$ cat config.mk
export PLATFORM = sky130hd
export DESIGN_NAME = sel_arith_unit
export DESIGN_NICKNAME = d
export VERILOG_FILES = /design/src/rtl/sel_arith_unit.sv
export SDC_FILE = /design/constraint.sdc
export NUM_CORES = 1
export LEC_CHECK = 0
export BUFFER_PORTS_ARGS = -buffer_cell sky130_fd_sc_hd__buf_2
export CAP_MARGIN = 40
export CORE_AREA = 4 4 41 43
export DETAILED_ROUTE_END_ITERATION = 10
export DIE_AREA = 0 0 45 47
export GPL_ROUTABILITY_DRIVEN = 0
export PLACE_DENSITY = 0.38
export SLEW_MARGIN = 20
export SYNTH_ARGS = -nofsm -noshare
export SYNTH_HDL_FRONTEND = slang
export SYNTH_SLANG_ARGS = --single-unit
$ cat constraint.sdc
create_clock -name vclk -period 2.27
set_input_delay 0.1135 -clock vclk [all_inputs]
set_output_delay 0.1135 -clock vclk [all_outputs]
set_load 0.1 [all_outputs]
$ cat src/rtl/sel_arith_unit.sv
module sel_arith_unit #(
  parameter int WIDTH = 4
) (
  input  logic [WIDTH-1:0] a_in,
  input  logic [WIDTH-1:0] b_in,
  input  logic [1:0]       sel,
  input  logic             carry_in,
  output logic [WIDTH-1:0] d_out,
  output logic             carry_out
);

  logic [WIDTH-1:0] y_op;
  logic [WIDTH:0]   carry;

  always_comb begin
    unique case (sel)
      2'b00:   y_op = b_in;
      2'b01:   y_op = ~b_in;
      2'b10:   y_op = '0;
      default: y_op = '1;
    endcase
  end

  assign carry[0] = carry_in;

  for (genvar i = 0; i < WIDTH; i++) begin : g_stage
    assign d_out[i]   = a_in[i] ^ y_op[i] ^ carry[i];
    assign carry[i+1] = (a_in[i] & y_op[i]) | (carry[i] & (a_in[i] ^ y_op[i]));
  end

  assign carry_out = carry[WIDTH];

endmodule

==> summary.md, run 1 <==
| Metric | Value |
|---|---|
| Die area | `2120 µm²` |
| Crit Path Max Fanout | `2` |
| Max-Cap Viols | `0` |
| Pwr dens | `820 nW/µm²` |
| Max incr delay on CP | `0.45 ns` |
| CP Class | `in -> out` |
| Achievable Freq | `456 MHz` |
| Worst Hold Launch | `a_in[3]` |
| Rows | `13` |
| Pre-CTS setup slack | `-0.182 ns` |
| Worst path cell trace | `buf_6, nand2b_4, xnor2_2, fa_2, inv_2, fa_2, fa_2, inv_2, fa_2, buf_12` |
| ANT cells | `0` |
| Most numerous cell in the Yosys netlist | `inv_1` |
| Req. time, crit path | `2.16 ns` |
| Crit end category | `primary output` |
| Post-Syn Area | `168 µm²` |
| Synth Instances | `19` |
| Slew @ Worst Pin | `0.486 ns` |
| Multi-input gate area | `165 µm²` |
| Crit path DAT | `2.08 ns` |
| DR iter-0 viols | `0` |
| Initial antenna violation count | `0` |
| Crit path launch | `sel[1]` |
| Unrepaired setup endpoints after global routing | `true` |
| Routed WL | `382 µm` |
| Synth cell count leaders | `inv_1, fa_1, xnor2_1` |
| Area leader, netlist | `fa_1` |
| Share of layout cells above drive strength 1 | `0.722` |
| Die height | `47 µm` |
| Final setup margin | `0.0773 ns` |
| Top cells by area, synth | `fa_1, xnor2_1, inv_1` |
| Status | `finished clean` |
| Core Region | `1300 µm²` |
| Setup violators final | `0` |
| Sequential share of the synthesized area | `0` |
| Synth Area per Inst | `8.82 µm²` |
| DR WL/cell | `7.49 µm` |
| Fin crit share | `0.966` |
| Crit start category | `input pin` |
| Die X | `45 µm` |
| IO buf count | `16` |
| GRT Total Usage | `0.0428` |
| Post-Route Setup TNS | `0 ns` |
| Final net count | `53` |
| Area Overhead vs Synth | `110%` |
| DRT Pass-1 Iters | `1` |
| Via count | `166` |
| Pin count of the biggest net entering global routing | `4` |
| Initial Util | `0.129` |
| Synth Net Count | `34` |
| DR DRC count | `0` |
| Vias in the first global route | `190` |
| Reg area | `0 µm²` |
| Final ANT Viol Nets | `0` |
| Most used cell, CP | `fa_2` |
| Slew headroom | `0.678` |
| Final hold viol count | `0` |
| Peak supply drop | `0.407 mV` |
| # clk buffers | `0` |
| Max-slew violations | `0` |
| CP max stage cell | `fa_2` |
| Synth warn | `0` |
| Seq cells | `0` |
| Total gr overflow | `0` |
| Top Ports | `16` |
| Filler instances | `158` |
| Static leakage | `0.176 nW` |
| Via-to-Cell Ratio | `3.25` |
| Top cell type's share of synthesized area | `0.478` |
| Period minus WS final | `2.19 ns` |
| Cell variety after synth | `6` |
| Worst Hold Class | `in -> out` |
| Hold buffers post-CTS | `0` |
| Global-route wire length before repair | `703 µm` |
| Fin util | `0.271` |
==> critical path: cells and delay by family <==
kind	cells	cell delay, ns
xor+xnor	1	0.14
fa+ha+maj	4	1.33
buf+inv	4	0.37
simple gates	1	0.13
==> cells in the final DEF, fill, tap and decap left out, drive strengths merged <==
master | synthesis | layout
fa | 4 | 4
inv | 6 | 6
nor2b | 2 | 2
nand2b | 2 | 2
xnor2 | 4 | 4
buf | 1 | 18
==> final timing paths <==
kind | endpoint | depth (start not counted)
setup / recovery | d_out[3] | 10
hold / removal | carry_out | 3
==> metal layers <==
layer  wire length (µm)  part of all wire  vias up  GRT usage
li1                   -                 -       84          -
met1                124              0.32       68     0.0481
met2                155              0.41       14     0.0763
met3                103              0.27        0     0.0230
met4                  0                 0        0          0
met5                  0                 0        -          0
==> cells by family (layout without fill, tap and decap cells) <==
| logic type | after synthesis | count (layout) | synth area share |
|---|---|---|---|
| buf+inv | 7 | 24 | 0.164 |
| simple gates | 4 | 4 | 0.149 |
| fa+ha+maj | 4 | 4 | 0.478 |
| xor+xnor | 4 | 4 | 0.209 |
==> layout make-up <==
cell class,count,area share
inverter,6,0.0638
timing repair buffer,18,0.415
multi-input combinational,12,0.468
tap,15,0.0532
==> what timing repair did <==
| item | CTS | global route |
|---|---|---|
| setup buffers | 0 | 0 |
| pin swaps | 3 | 3 |
| endpoints found under the setup margin | 1 | 1 |
| resized for setup | 12 | 0 |
| gates cloned | 0 | 0 |
==> per-stage QoR <==
step	power (mW)	hold WS, ns	cells	cell area [µm²]
after CTS	0.293	0.698	51	353
after global routing	0.305	0.728	51	353
after global placement	0.262	0.720	51	309
final	0.289	0.713	51	353
after floorplan	0.208	0.754	19	170
after detailed placement	0.262	0.719	51	309
==> power breakdown <==
part           switching, mW  internal [mW]
clock network              0              0
registers                  0              0
logic                  0.200         0.0896
total                  0.200         0.0896
Note: power is estimated with default switching activity, not from simulation.
==> run 2: changes to the inputs <==
BUFFER_PORTS_ARGS = unset   (was -buffer_cell sky130_fd_sc_hd__buf_2)
DONT_BUFFER_PORTS = 1   (was unset)
PLACE_DENSITY = 0.3   (was 0.38)
==> summary.md, run 2 (synthesis gave the netlist of run 1 again) <==
| Metric | Value |
|---|---|
| Status | `finished clean` |
| Via-to-Cell Ratio | `3.39 (+4.3%)` |
| CP max stage cell | `fa_2` |
| Die area | `2120 µm² (unchanged)` |
| Initial antenna violation count | `0 (unchanged)` |
| Filler instances | `152 (-3.8%)` |
| Most used cell, CP | `fa_2` |
| Peak supply drop | `0.344 mV (-15%)` |
| Crit start category | `input pin` |
| Most frequent cells in the layout | `inv_1, fa_2, xnor2_1, buf_12` |
| Rows | `13 (unchanged)` |
| Seq cells | `0 (unchanged)` |
| Pin count of the biggest net entering global routing | `5 (+1)` |
| Post-Route Setup TNS | `0 ns (unchanged)` |
| Multi-input gate area | `158 µm² (-4.5%)` |
| Unrepaired setup endpoints after global routing | `false` |
| Crit Path Max Fanout | `4 (+2)` |
| Pre-CTS setup slack | `-0.00634 ns (+0.176 ns)` |
| Max incr delay on CP | `0.43 ns (-0.02 ns)` |
| Most common cell after layout, fill and taps aside | `inv_1` |
| # clk buffers | `0 (unchanged)` |
| Vias in the first global route | `143 (-25%)` |
| Post-CTS setup buffer count | `0 (unchanged)` |
| Achievable Freq | `464 MHz (+1.7%)` |
| Die height | `47 µm (unchanged)` |
| GRT Total Usage | `0.0340 (-0.00879)` |
| Area Overhead vs Synth | `63.4%` |
| Total gr overflow | `0 (unchanged)` |
| Hold buffers post-CTS | `0 (unchanged)` |
| Setup violators final | `0 (unchanged)` |
| Global-route wire length before repair | `558 µm (-21%)` |
| Static leakage | `0.118 nW (-33%)` |
| Pwr dens | `1010 nW/µm² (+24%)` |
| Crit path launch | `sel[1]` |
| Max-slew violations | `0 (unchanged)` |
| Reg area | `0 µm² (unchanged)` |
| Final setup margin | `0.114 ns (+0.0362 ns)` |
| Max-Cap Viols | `0 (unchanged)` |
| Routed WL | `367 µm (-3.9%)` |
| Share of layout cells above drive strength 1 | `0.478 (-0.244)` |
| DRT Pass-1 Iters | `1 (unchanged)` |
| IO buf count | `0 (-16)` |
| Die X | `45 µm (unchanged)` |
| CP Class | `in -> out` |
| Initial Util | `0.129 (unchanged)` |
| Fin area | `274 µm² (-22%)` |
| Placed Area | `259 µm² (-16%)` |
| Top Ports | `16 (unchanged)` |
| CP endpoint | `d_out[3]` |
| DR DRC count | `0 (unchanged)` |
| Req. time, crit path | `2.16 ns (about the same)` |
| Hold Slack | `0.592 ns (-0.121 ns)` |
| DR iter-0 viols | `0 (unchanged)` |
| DR WL/cell | `9.66 µm (+29%)` |
| Final net count | `40 (-25%)` |
| ANT cells | `0 (unchanged)` |
| Worst path cell trace | `nand2b_1, xnor2_2, fa_2, inv_1, fa_2, fa_2, inv_2, fa_2, buf_12` |
| Period minus WS final | `2.16 ns (-0.0362 ns)` |
| Final ANT Viol Nets | `0 (unchanged)` |
| Final hold viol count | `0 (unchanged)` |
| Worst Hold Class | `in -> out` |
| Slew headroom | `0.816 (+0.137)` |
| Via count | `129 (-22%)` |
| Crit end category | `primary output` |
| Core Region | `1300 µm² (unchanged)` |
| Crit path DAT | `2.04 ns (-0.04 ns)` |
| Slew @ Worst Pin | `0.279 ns (-0.207 ns)` |
| Fin crit share | `0.950 (-0.0160)` |
run 2: cell types whose count changed in the layout (fill, tap and decap cells not counted), sizes merged:
cell,change
buf,-13
run 2: layer usage:
layer / part of all wire / track usage / vias to the layer above
li1: - / - / 58
met1: 0.37 / 0.0386 / 59
met2: 0.49 / 0.0678 / 12
met3: 0.14 / 0.00766 / 0
met4: 0 / 0 / 0
met5: 0 / 0 / -
run 2: stage by stage:
step	total power, mW	instances	util
CTS	0.280	38	0.209
finish	0.278	38	0.211
global placement	0.276	38	0.199
global route	0.290	38	0.211
floorplan	0.208	19	-
detailed placement	0.277	38	0.199
run 2: how the worst min path moves through the flow:
| stage | end | slack [ns] | startpoint | cells past startpoint |
|---|---|---|---|---|
| global placement | carry_out | 0.60 | a_in[3] | 2 |
| floorplan | carry_out | 0.75 | a_in[3] | 1 |
| global route | carry_out | 0.61 | a_in[3] | 2 |
| finish | carry_out | 0.59 | a_in[3] | 2 |
| detailed placement | carry_out | 0.60 | a_in[3] | 2 |
| CTS | carry_out | 0.60 | a_in[3] | 2 |
run 2: report_power, final:
group / total, mW / switching (mW) / internal (mW)
registers: 0 / 0 / 0
clock network: 0 / 0 / 0
logic: 0.278 / 0.194 / 0.0838
total: 0.278 / 0.194 / 0.0838
run 2: layout make-up:
type	count	area share
tap	15	0.0685
timing repair buffer	5	0.274
inverter	6	0.0822
multi-input combinational	12	0.575
run 2: critical path, delay by kind of cell:
| family | cells | cell delay (ns) |
|---|---|---|
| fa+ha+maj | 4 | 1.31 |
| buf+inv | 3 | 0.30 |
| xor+xnor | 1 | 0.16 |
| simple gates | 1 | 0.15 |
run 2: repair_timing:
action                                  4_1_cts  5_1_grt
pin swaps                                     2        2
cloned                                        0        0
resized for setup                             3        2
endpoints found under the setup margin        1        1
